$ cat src/rtl/spi_xcvr.sv
module spi_xcvr #(
  parameter int DIV_W = 8
) (
  input  logic             clk,
  input  logic             rst_n,
  input  logic             en,
  input  logic             master,
  input  logic             cpol,
  input  logic             cpha,
  input  logic             lsb_first,
  input  logic             ss_ignore,
  input  logic [DIV_W-1:0] div,
  input  logic             wr,
  input  logic [7:0]       wdata,
  output logic             busy,
  output logic             done,
  output logic [7:0]       rdata,
  input  logic             sck_i,
  output logic             sck_o,
  output logic             sck_oe,
  input  logic             mosi_i,
  output logic             mosi_o,
  output logic             mosi_oe,
  input  logic             miso_i,
  output logic             miso_o,
  output logic             miso_oe,
  input  logic             ss_n_i
);

  logic [2:0]       sck_s;
  logic [1:0]       mosi_s, ss_s;
  logic [DIV_W-1:0] cnt;
  logic [3:0]       ecnt;
  logic [7:0]       tx, rx;
  logic             sck_q;

  wire m_role = en & master;
  wire s_role = en & ~master;
  wire s_sel  = ss_ignore | ~ss_s[1];

  wire s_edge = s_role & s_sel & (sck_s[2] ^ sck_s[1]) &
                ((ecnt != 4'd0) | (sck_s[1] != cpol));
  wire m_tick = m_role & busy & (cnt == div);
  wire ev     = m_tick | s_edge;

  wire lead   = ~ecnt[0];
  wire samp   = ev & (lead ^ cpha);
  wire shft   = ev & ~(lead ^ cpha) & (cpha ? (ecnt != 4'd0) : (ecnt != 4'd15));

  wire       rx_bit = master ? miso_i : mosi_s[1];
  wire [7:0] rx_nx  = lsb_first ? {rx_bit, rx[7:1]} : {rx[6:0], rx_bit};
  wire [7:0] tx_nx  = lsb_first ? {1'b0, tx[7:1]} : {tx[6:0], 1'b0};
  wire       out_bit = lsb_first ? tx[0] : tx[7];

  assign sck_o   = sck_q;
  assign sck_oe  = m_role;
  assign mosi_o  = out_bit;
  assign mosi_oe = m_role;
  assign miso_o  = out_bit;
  assign miso_oe = s_role & s_sel;

  always_ff @(posedge clk or negedge rst_n) begin
    if (!rst_n) begin
      sck_s  <= '0;
      mosi_s <= '0;
      ss_s   <= 2'b11;
    end else begin
      sck_s  <= {sck_s[1:0], sck_i};
      mosi_s <= {mosi_s[0], mosi_i};
      ss_s   <= {ss_s[0], ss_n_i};
    end
  end

  always_ff @(posedge clk or negedge rst_n) begin
    if (!rst_n) begin
      busy  <= 1'b0;
      done  <= 1'b0;
      rdata <= '0;
      tx    <= '0;
      rx    <= '0;
      ecnt  <= '0;
      cnt   <= '0;
      sck_q <= 1'b0;
    end else begin
      done <= 1'b0;
      if (!busy)
        sck_q <= cpol;
      if (!en || (s_role && !s_sel)) begin
        busy <= 1'b0;
        ecnt <= '0;
        cnt  <= '0;
      end else if (ev) begin
        ecnt <= ecnt + 4'd1;
        cnt  <= '0;
        if (master)
          sck_q <= ~sck_q;
        if (samp)
          rx <= rx_nx;
        if (shft)
          tx <= tx_nx;
        if (ecnt == 4'd15) begin
          busy  <= 1'b0;
          done  <= 1'b1;
          rdata <= samp ? rx_nx : rx;
        end else begin
          busy <= 1'b1;
        end
      end else if (m_role && busy) begin
        cnt <= cnt + 1'b1;
      end
      if (wr && !busy) begin
        tx <= wdata;
        if (m_role) begin
          busy <= 1'b1;
          cnt  <= '0;
          ecnt <= '0;
        end
      end
    end
  end

endmodule


$ cat config.mk
export PLATFORM = sky130hd
export DESIGN_NAME = spi_xcvr
export DESIGN_NICKNAME = d
export VERILOG_FILES = /design/src/rtl/spi_xcvr.sv
export SDC_FILE = /design/constraint.sdc
export NUM_CORES = 1
export LEC_CHECK = 0
export BUFFER_PORTS_ARGS = -buffer_cell sky130_fd_sc_hd__buf_2
export CORE_MARGIN = 2
export CORE_UTILIZATION = 50
export CTS_CLUSTER_DIAMETER = 80
export DETAILED_ROUTE_END_ITERATION = 10
export PLACE_DENSITY = 0.73
export SYNTH_ARGS = -nofsm -noshare
export SYNTH_HDL_FRONTEND = slang
export SYNTH_SLANG_ARGS = --single-unit
$ cat constraint.sdc
create_clock -name clk -period 2.5 [get_ports clk]
set_input_delay 0.5 -clock clk [delete_from_list [all_inputs] [get_ports clk]]
set_output_delay 0.5 -clock clk [all_outputs]
set_load 0.05 [all_outputs]
; ---- Word-level counts from Yosys, hierarchy flattened
; Index checks and enable logic that the tools add are counted.
[op_classes]
add_sub_neg = 2
eq_ne = 5
muxes = 31
bitwise_logic = 21
n_reduce_logical = 13
[op_table]
columns = cell, count
row1 = $mux W8, 12
row2 = $mux W4, 4
row3 = $mux W1, 15
row4 = $and A1 B1 Y1, 10
row5 = $add A8 B1 Y8 const B, 1
row6 = $eq A8 B8 Y1, 1
row7 = $not A1 Y1, 6
row8 = $reduce_and A3 Y1, 2
row9 = $add A4 B1 Y4 const B, 1
row10 = $eq A4 B4 Y1 const B, 1
row11 = $ne A4 B4 Y1 const B, 1
row12 = $reduce_bool A2 Y1, 2
row13 = $reduce_bool A4 Y1, 1
row14 = $logic_and A1 B1 Y1, 3
row15 = $logic_not A1 Y1, 3
row16 = $or A1 B1 Y1, 3
row17 = $ne A2 B1 Y1 const B, 1
row18 = $reduce_and A2 Y1, 1
row19 = $xor A1 B1 Y1, 2
row20 = $logic_or A1 B1 Y1, 1
row21 = $ne A1 B1 Y1, 1
[word_totals]
regBits = 46
inputBits = 29
output_inout_bits = 16
elab_cells = 83

; ---- Longest topological paths before layout
; Gate-level depths: netlist (run 1).
[depth]
ltp_word = 12
mapped_depth = 8
mapped_depth_nobuf = 7

; ---- Least setup slack after synthesis (run 1)
; Ideal clock, no wire load.
[synth_path]
path_type = input to output
startpoint = in lsb_first
endpoint = out mosi_o
arrival_time_ps = 1939
required_time_ps = 2000
slack_ps = 61
stages = 4
n_path_buf = 3
path_cell_list = clkbuf_1 > buf_1 > mux2_2 > buf_4
[synth_via]
elab_chain_cells = 1
[synth_rtl]
columns = item, line_no
row1 = from (decl), 10  ; input logic lsb_first,
row2 = $mux W1, 53  ; wire out_bit = lsb_first ? tx[0] : tx[7];
row3 = to (decl), 22  ; output logic mosi_o,
; No other way between the ends.

; ---- Final worst setup path (run 1)
[layout_path]
startpoint = reg ecnt[0]
endpoint = reg rdata[5]
[layout_via]
elab_chain_cells = 6
elab_cells_between_ends = 10
cone_classes = eq/ne (1) / mux (1) / bitwise (6) / reduce/logical (2)
[layout_rtl]
columns = item, line_no
row1 = from (decl), 33  ; logic [3:0] ecnt;
row2 = from (signal assigned), 93  ; ecnt <= ecnt + 4'd1;
row3 = $reduce_bool A4 Y1, 42  ; ((ecnt != 4'd0) | (sck_s[1] != cpol));
row4 = $or A1 B1 Y1, 42
row5 = $and A1 B1 Y1, 41  ; wire s_edge = s_role & s_sel & (sck_s[2] ^ sck_s[1]) &
row6 = $or A1 B1 Y1, 44  ; wire ev = m_tick | s_edge;
row7 = $and A1 B1 Y1, 47  ; wire samp = ev & (lead ^ cpha);
row8 = $mux W8, --
row9 = to (signal assigned), 104  ; rdata <= samp ? rx_nx : rx;
row10 = to (decl), 17  ; output logic [7:0] rdata,
; Parallel ways exist; a longest one is shown, timed or not.
; A chain may end at the register's enable or synchronous reset.

==> results of run 1 <==
-- kinds of logic (layout without fill, tap and decap cells) --
group / count (synthesis) / after routing
compound gates: 38 / 38
xor+xnor: 16 / 16
fa+ha+maj: 3 / 3
buf+inv: 20 / 70
flops: 46 / 46
mux: 35 / 35
simple gates: 79 / 79
-- through the flow --
step           util [%]  instance area [um^2]  total power (uW)
6_report           61.3                  2920              1720
3_5_place_dp       58.6                  2790              1180
2_1_floorplan         -                  2470              1080
5_1_grt            61.3                  2920              1820
3_3_place_gp       58.6                  2790              1170
4_1_cts            60.9                  2900              1740
-- cell usage in the layout, fill, tap and decap left out, types with 3 or more instances in the layout --
cell type | netlist | routed
inv_1 | 11 | 11
mux2_2 | 16 | 16
o21ai_0 | 14 | 14
and4_2 | 3 | 3
nand2_1 | 24 | 24
a21oi_1 | 11 | 11
and3_1 | 4 | 4
dfrtp_1 | 44 | 44
mux2i_1 | 19 | 19
nand2b_1 | 5 | 5
o31ai_1 | 6 | 6
nand4_1 | 4 | 4
clkbuf_8 | 0 | 5
buf_2 | 0 | 44
nor2_1 | 10 | 10
ha_1 | 3 | 3
nor3_1 | 7 | 7
xor2_1 | 11 | 11
nand3_1 | 12 | 12
xnor2_1 | 5 | 5
buf_4 | 2 | 5
-- flip-flops by register name (all words and copies together) (netlist names), 2 cells and up --
register and count:
cnt 8, ecnt 4, mosi_s 2, rdata 8, rx 8, sck_s 3, ss_s 2, tx 8
-- cell type report --
type / count / area [um^2] / area share, %
clock buffers: 6 / 72.6 / 2.49
clock inverters: 2 / 37.5 / 1.29
inverters: 11 / 41.3 / 1.42
multi-input cells: 171 / 1230 / 42.2
flip-flops and latches: 46 / 1150 / 39.6
well taps: 67 / 83.8 / 2.87
repair buffers: 51 / 298 / 10.2
-- synthesized netlist by cell type (all sizes together), types with 4 or more instances --
cell type,instances,area share [%]
dfrtp,44,45
nand2,24,3.7
mux2i,19,7.7
mux2,16,7.3
o21ai,14,2.8
a21oi,13,3.5
nand3,12,2.4
inv,11,1.7
xor2,11,3.9
nor2,10,1.5
nor3,7,1.4
clkbuf,6,0.96
o31ai,6,1.8
nand2b,5,1.3
nand4,5,1.9
xnor2,5,1.8
and3,4,1.0
-- layer usage --
layer	part of all wire (%)	GRT usage (%)	wire length (um)
met2	47	31.3	2320
met1	47	27.3	2360
met5	0	0	0
met3	4.3	4.74	215
met4	1.8	7.14	89
-- how the worst min path moves through the flow --
stage,startpoint,to,slack [ns],depth (start not counted)
floorplan,rst_n,busy,0.20,0
global placement,mosi_s[0],mosi_s[1],0.33,0
detailed placement,sck_s[0],sck_s[1],0.33,0
CTS,rst_n,cnt[6],0.18,1
global route,rst_n,rx[4],0.20,1
finish,rst_n,cnt[6],0.17,1
-- power groups by stage --
| stage | Sequential, uW | Combinational, uW | Clock [uW] |
|---|---|---|---|
| finish | 858 | 307 | 552 |
| global route | 867 | 349 | 601 |
| CTS | 858 | 312 | 565 |
| floorplan | 873 | 206 | 0 |
| global placement | 871 | 304 | 0 |
| detailed placement | 873 | 311 | 0 |
-- repair_timing --
action	CTS	global route
setup buffers	0	1
setup endpoints to repair	0	3
gates resized for setup	0	0
hold buffers	0	0
==> qor.yml, run 1 <==
clock_tree:
  clock_path_buffers: 2
  cts_sinks: 46
  cts_made_buffers: 5
  cts_tree: "yes"
  insertion_delay_ns: 0.30
  cts_root_buffer: "clkbuf_8"
  h-tree-depth: 2
  path_clk_slew_ns: 0.09
final_layout:
  num_antenna_cells: 0
  drive_above_1_share_pct: 28.9
  num-fill-cells: 419
  final_nets: 318
  fin_cells: 354
  area_growth_pct: 18.2
grt:
  grt_pass1_wl_um: 8350
  grtUsageTotal_pct: 20.0
  grt_overflow: 0
  grt_max_degree: 26
  grt_pass1_vias: 1797
  antenna_found_initial: 0
worst_setup_path:
  crit_slowest_cell: "dfrtp_1"
  crit_fanout: 10
  end_kind: "flop"
  cp.arrival_ns: 2.49
  crit_required_ns: 2.69
  path_cells: "inv_1 -> ha_1 -> nor4b_1 -> o22ai_1 -> nand2_1 -> a21oi_4 -> buf_12 -> mux2_2"
  worstSetupPathType: "flop to flop"
  critical-path-max-stage-delay_ns: 0.45
  critPathTopFamily: "compound AO/OA/AOI/OAI gates"
  crit_buf_inv: 2
  r2r-start: "ecnt[0]"
  startpoint: "ecnt[0]"
  startpoint_type: "flop"
  endpoint: "rdata[5]"
  worstRegToRegCells: 8
  ff2ff_setup_slack_ns: 0.20
  cp.depth: 8
  r2r-end: "rdata[5]"
outcome:
  status: "complete, no violations"
place:
  dpl_worst_slack_ns: 0.175
  io_buffers: 44
  place_congestion: 0.971
  dpl.cell_count: 345
  dp_hpwl_um: 3670
floorplan:
  die_h_um: 74.2
  core_um2: 4750
  num_rows: 25
  ios: 45
  initial_core_util_pct: 51.9
  die_w_um: 74.2
  die-area_um2: 5510
detailed_routing:
  drc: 0
  antenna_left: 0
  vias: 1890
  vias_per_cell: 5.34
  post_drt_wl_per_cell_um: 14.1
  drt_wl_total_um: 4990
  drt_iter0_drc: 89
  drt_first_pass_iters: 4
timing:
  fmax_ghz: 0.434
  final_hold_viol_count: 0
  rsz0062_at_grt: "no"
  finalCriticalPeriod_ns: 2.30
  tightest_slew_ns: 0.525
  setup_ws_ns: 0.197
  relSlewSlack_pct: 65.0
  fin_crit_sh_pct: 92.1
  setup_viol: 0
  clock_skew_ns: 0.00656
  hold_slack_ns: 0.168
  fin_setup_tns_ns: 0
  report.final.slew_viol_count: 0
synthesis:
  synth_top_family_by_area: "simple AND/OR/NAND/NOR gates"
  synth_edf_count: 0
  synth-xor-area-share_pct: 5.68
  synth-simple-area-share_pct: 17.8
  ys_seq_area_share_pct: 46.8
  synth.net_count: 269
  synthMuxAreaShare_pct: 15.0
  synth_area_um2: 2470
  syn_avg_cell_area_um2: 10.4
  synth_compound_gate_area_share_pct: 9.84
  yosysWarnings: 0
  syn_inst: 237
  synth_ff_type: "dfrtp_1"
  synthArstFlopShare_pct: 100
  ys_ff_latch: 46
  synth_cell_types: 38
  synthAdderAreaFrac_pct: 1.52
power:
  vdd.ir_drop.worst_v: 0.000279
  power_frac_comb_pct: 17.9
  pwr-share-clk_pct: 32.2
  power.share.switching_pct: 28.3
  internal_power_uw: 1230
  p_leak_uw: 0.00141
  netSwitchingPower_uw: 487
  powerDensity_nw_per_um2: 589
  pwr-share-seq_pct: 50.0
worst_hold_path:
  hp-class: "input port to asynchronous set/reset pin"
job:
  cap_violations: 0
Note: power is estimated with default switching activity, not from simulation.
==> inputs of run 2 (changes only) <==
RECOVER_POWER = 25   (was default)
==> qor.yml, run 2 (synthesized netlist as in run 1, its figures left out) <==
place:
  dpl_worst_slack_ns: 0.175
  placement.cell_area_um2: 2790
  dpl.cell_count: 345
  place_congestion: 0.971
  dp_hpwl_um: 3670
  io_buffers: 44
timing:
  rsz0062_at_grt: "no"
  report.final.slew_viol_count: 0
  clock_skew_ns: 0.00656
  finalCriticalPeriod_ns: 2.30
  setup_ws_ns: 0.197
  fmax_ghz: 0.434
  final_hold_viol_count: 0
  tightest_slew_ns: 1.26
  fin_crit_sh_pct: 92.1
  fin_setup_tns_ns: 0
  setup_viol: 0
  relSlewSlack_pct: 16.1
detailed_routing:
  vias_per_cell: 5.34
  post_drt_wl_per_cell_um: 14.1
  drt_first_pass_iters: 4
  antenna_left: 0
  drt_iter0_drc: 89
  drc: 0
  drt_wl_total_um: 4990
  vias: 1890
final_layout:
  utilization_pct: 61.3
  final_common_cell: "dfrtp_1"
  drive_above_1_share_pct: 28.6
  area_growth_pct: 18.2
  fin_cells: 354
  num_antenna_cells: 0
  final_cell_area_um2: 2920
  final_cell_mix: "dfrtp_1 (44), buf_2 (43), nand2_1 (24), mux2i_1 (19), mux2_2 (16)"
  final_nets: 318
  num-fill-cells: 420
grt:
  grt_pass1_wl_um: 8350
  grtUsageTotal_pct: 20.0
  grt_pass1_vias: 1797
  antenna_found_initial: 0
  grt_max_degree: 26
  grt_overflow: 0
floorplan:
  die_w_um: 74.2
  ios: 45
  core_um2: 4750
  initial_core_util_pct: 51.9
  die-area_um2: 5510
  num_rows: 25
  die_h_um: 74.2
power:
  internal_power_uw: 1230
  p_leak_uw: 0.00140
  power_frac_comb_pct: 17.9
  powerDensity_nw_per_um2: 589
  pwr-share-seq_pct: 50.0
  netSwitchingPower_uw: 487
  power.share.switching_pct: 28.3
  pwr-share-clk_pct: 32.2
  vdd.ir_drop.worst_v: 0.000279
clock_tree:
  clock_path_buffers: 2
  ctsResizeCount: 0
  cts_root_buffer: "clkbuf_8"
  cts_tree: "yes"
  path_clk_slew_ns: 0.09
  h-tree-depth: 2
  cts_sinks: 46
  cts_made_buffers: 5
  insertion_delay_ns: 0.30
worst_setup_path:
  end_kind: "flop"
  crit_required_ns: 2.69
  cp.arrival_ns: 2.49
  path_cells: "inv_1 -> ha_1 -> nor4b_1 -> o22ai_1 -> nand2_1 -> a21oi_4 -> buf_12 -> mux2_2"
  ff2ff_setup_slack_ns: 0.20
  startpoint_type: "flop"
  critical-path-max-stage-delay_ns: 0.45
  r2r-end: "rdata[5]"
  crit_fanout: 10
  crit_buf_inv: 2
  worstSetupPathType: "flop to flop"
  worstRegToRegCells: 8
  critPathTopFamily: "compound AO/OA/AOI/OAI gates"
  crit_slowest_cell: "dfrtp_1"
  r2r-start: "ecnt[0]"
worst_hold_path:
  hold_start: "ss_n_i"
  hp-class: "input port to flop"
  holdPathStages: 1
  holdPathEnd: "ss_s[0]"
outcome:
  status: "complete, no violations"
job:
  cap_violations: 0
==> run 2: cell types whose count changed in the layout (fill, tap and decap cells not counted) <==
cell / delta
buf_2: -1
clkbuf_1: +1
==> run 2: metrics by stage <==
| step | power, uW | hold slack, ns |
|---|---|---|
| after global routing | 1820 | 0.279 |
| after detailed placement | 1180 | 0.335 |
| final | 1720 | 0.292 |
| after global placement | 1170 | 0.334 |
| after floorplan | 1080 | 0.204 |
| after CTS | 1740 | 0.181 |
==> run 2: power by group through the flow <==
stage / sequential (uW) / combinational, uW / clock (uW)
2_1_floorplan: 873 / 206 / 0
3_5_place_dp: 873 / 311 / 0
5_1_grt: 867 / 349 / 601
4_1_cts: 858 / 312 / 565
6_report: 858 / 307 / 552
3_3_place_gp: 871 / 304 / 0
==> run 2: metal layers <==
layer	global-route usage, %	vias to the layer above	part of all wire (%)
li1	-	934	-
met1	27.3	902	47
met2	31.3	45	47
met3	4.74	9	4.3
met4	7.14	0	1.8
met5	0	-	0
==> run 2: area by class of cell <==
cell class                      count  area (um^2)  share of cell area (%)
Multi-Input combinational cell    171         1230                    42.2
Sequential cell                    46         1150                    39.6
Timing Repair Buffer               51          297                    10.2
Tap cell                           67         83.8                    2.88
Clock buffer                        6         72.6                    2.49
Inverter                           11         41.3                    1.42
Clock inverter                      2         37.5                    1.29
==> run 2: repair_timing <==
action,in CTS,in global routing
hold endpoints to repair,0,0
endpoints found under the setup margin,0,3
setup buffers,0,1
hold buffers,0,0
==> run 2: worst max path at each step <==
stage               end  slack, ns  depth (start not counted)       from
3_5_place_dp   rdata[5]       0.18                          7    ecnt[0]
5_1_grt        rdata[5]       0.07                          8    ecnt[0]
6_report       rdata[5]       0.20                          8    ecnt[0]
3_3_place_gp   rdata[5]       0.24                          7    ecnt[0]
2_1_floorplan    mosi_o       0.06                          4  lsb_first
4_1_cts        rdata[5]       0.16                          7    ecnt[0]
==> inputs of run 3 (changes only) <==
ABC_AREA = 1   (was default)
==> qor.yml, run 3 <==
worst_setup_path:
  startpoint_type: "flop"
  crit_fanout: 2
  critical-path-max-stage-delay_ns: 0.52
  crit_required_ns: 2.00
  cp.arrival_ns: 1.41
  crit_slowest_cell: "dfstp_2"
  path_cells: "inv_1 -> o21ai_0 -> nor2_1 -> buf_2"
  end_kind: "primary output"
  worstSetupPathType: "flop to primary output"
power:
  vdd.ir_drop.worst_v: 0.000327
  powerDensity_nw_per_um2: 611
  internal_power_uw: 1190
  pwr-share-seq_pct: 49.6
  total_power_uw: 1690
  power.share.switching_pct: 29.1
  p_leak_uw: 0.00147
  power_frac_comb_pct: 17.9
  pwr-share-clk_pct: 32.5
  netSwitchingPower_uw: 490
synthesis:
  synth.net_count: 330
  syn_inst: 298
  synth_top_family_by_area: "simple AND/OR/NAND/NOR gates"
  synth_common_cells: "nand2_1 (88), dfrtp_1 (44), inv_1 (33)"
  synth_area_um2: 2400
  synth_compound_gate_area_share_pct: 8.23
  synth_top_area_share_pct: 45.8
  synthMuxAreaShare_pct: 1.30
  yosysWarnings: 0
  ys_seq_area_share_pct: 48.0
  synthAdderAreaFrac_pct: 1.56
  syn_avg_cell_area_um2: 8.06
  synthArstFlopShare_pct: 100
  synth_cell_types: 30
  synth.most_common_cell: "nand2_1"
  yosysTopAreaCell: "dfrtp_1"
  synth_ff_type: "dfrtp_1"
  ys_ff_latch: 46
  ys_top_cells_by_area: "dfrtp_1 (46%), nand2_1 (14%), o21ai_0 (6.5%), nand3_1 (5.6%), inv_1 (5.2%)"
  synth-simple-area-share_pct: 28.0
  synth-xor-area-share_pct: 5.05
  synth_edf_count: 0
clock_tree:
  ctsResizeCount: 0
  cts_tree: "yes"
  cts_sinks: 46
  path_clk_slew_ns: 0.07
  cts_hold_buf: 0
  cts_root_buffer: "clkbuf_8"
  cts_made_buffers: 5
  clock_path_buffers: 2
  cts_setup_buffers: 0
  h-tree-depth: 2
  insertion_delay_ns: 0.31
timing:
  setup_viol: 0
  final_hold_viol_count: 0
  fin_setup_tns_ns: 0
  tightest_slew_ns: 1.12
  fin_crit_sh_pct: 76.5
  clock_skew_ns: 0.0114
  report.final.slew_viol_count: 0
  fmax_ghz: 0.523
  rsz0062_at_grt: "no"
  finalCriticalPeriod_ns: 1.91
  relSlewSlack_pct: 25.4
detailed_routing:
  drc: 0
  drt_first_pass_iters: 4
  antenna_left: 0
  drt_wl_total_um: 4830
  drt_iter0_drc: 121
  vias_per_cell: 5.00
  post_drt_wl_per_cell_um: 12.1
  vias: 1991
grt:
  grt_pass1_wl_um: 8020
  grt_max_degree: 47
  antenna_found_initial: 0
  grt_pass1_vias: 1832
  grt_overflow: 0
  grtUsageTotal_pct: 19.5
job:
  cap_violations: 0
final_layout:
  num-fill-cells: 427
  area_growth_pct: 14.8
  final_cell_mix: "nand2_1 (88), dfrtp_1 (44), buf_2 (44), inv_1 (33), o21ai_0 (30)"
  drive_above_1_share_pct: 19.8
  final_nets: 375
  final_common_cell: "nand2_1"
  fin_cells: 398
  num_antenna_cells: 0
floorplan:
  num_rows: 25
  die-area_um2: 5380
  die_w_um: 73.3
  die_h_um: 73.3
  ios: 45
  core_um2: 4690
  initial_core_util_pct: 51.2
place:
  dpl.cell_count: 390
  dp_hpwl_um: 3460
  place_congestion: 0.782
  io_buffers: 44
worst_hold_path:
  hp-class: "input port to flop"
outcome:
  status: "complete, no violations"
## run 3: cell count changes in the layout (fill, tap and decap cells not counted), sizes merged, moves of 7 or more
cell | before | now
a21oi | 13 | 6
and2 | 1 | 8
inv | 11 | 34
mux2 | 16 | 1
mux2i | 19 | 2
nand2 | 24 | 93
nand3 | 12 | 28
nor2 | 10 | 18
o21ai | 14 | 32
## run 3: final timing paths
check / startpoint / to / slack, ns / cells past startpoint
max in group asynchronous: rst_n / ecnt[0] / 1.34 / 2
max reg2reg: ss_s[1] / rdata[6] / 0.64 / 9
max: ss_s[1] / miso_oe / 0.59 / 4
min: ss_n_i / ss_s[0] / 0.30 / 1
min in group asynchronous: rst_n / cnt[4] / 0.48 / 2
min reg2reg: sck_s[0] / sck_s[1] / 0.36 / 0
## run 3: power by group through the flow
stage	Combinational, uW	Sequential (uW)	Clock, uW
after floorplan	211	856	0
after global placement	296	848	0
after detailed placement	304	850	0
after CTS	306	835	561
after global routing	341	842	590
final	302	835	548
## run 3: routing by layer
layer	GRT usage [%]	wire (um)	vias up
met2	31.7	2260	36
li1	-	-	1025
met5	0	0	-
met3	5.21	190	8
met1	24.8	2290	922
met4	7.88	87	0
## run 3: cells by family after synthesis
logic type                 count (synthesis)
AOI/OAI and AO/OA                         39
buffers and inverters                     43
muxes                                      3
adders and majority gates                  3
DFF                                       46
and+or+nand+nor                          151
xor gates and xnor gates                  13
## run 3: cell type report
cell class | count | area (um^2) | share of cell area (%)
Timing Repair Buffer | 46 | 233 | 8.44
Multi-Input combinational cell | 209 | 1060 | 38.4
Clock inverter | 3 | 40.0 | 1.45
Sequential cell | 46 | 1150 | 41.8
Tap cell | 54 | 67.6 | 2.45
Clock buffer | 5 | 68.8 | 2.49
Inverter | 35 | 136 | 4.94
## run 3: critical path: cells and delay by family, from the launching register on
family	cells	cell delay, ns
flip-flops	1	0.52
AO/OA/AOI/OAI	1	0.26
buffers and inverters	2	0.25
AND/OR/NAND/NOR	1	0.09
## run 3: through the flow
step	worst slack (ns)	util [%]	instance area, um^2	hold slack (ns)
final	0.587	58.8	2760	0.300
after global routing	0.433	58.8	2760	0.280
after CTS	0.558	58.9	2760	0.291
after detailed placement	0.491	56.5	2650	0.344
after global placement	0.555	56.5	2650	0.331
after floorplan	0.224	-	2400	0.204
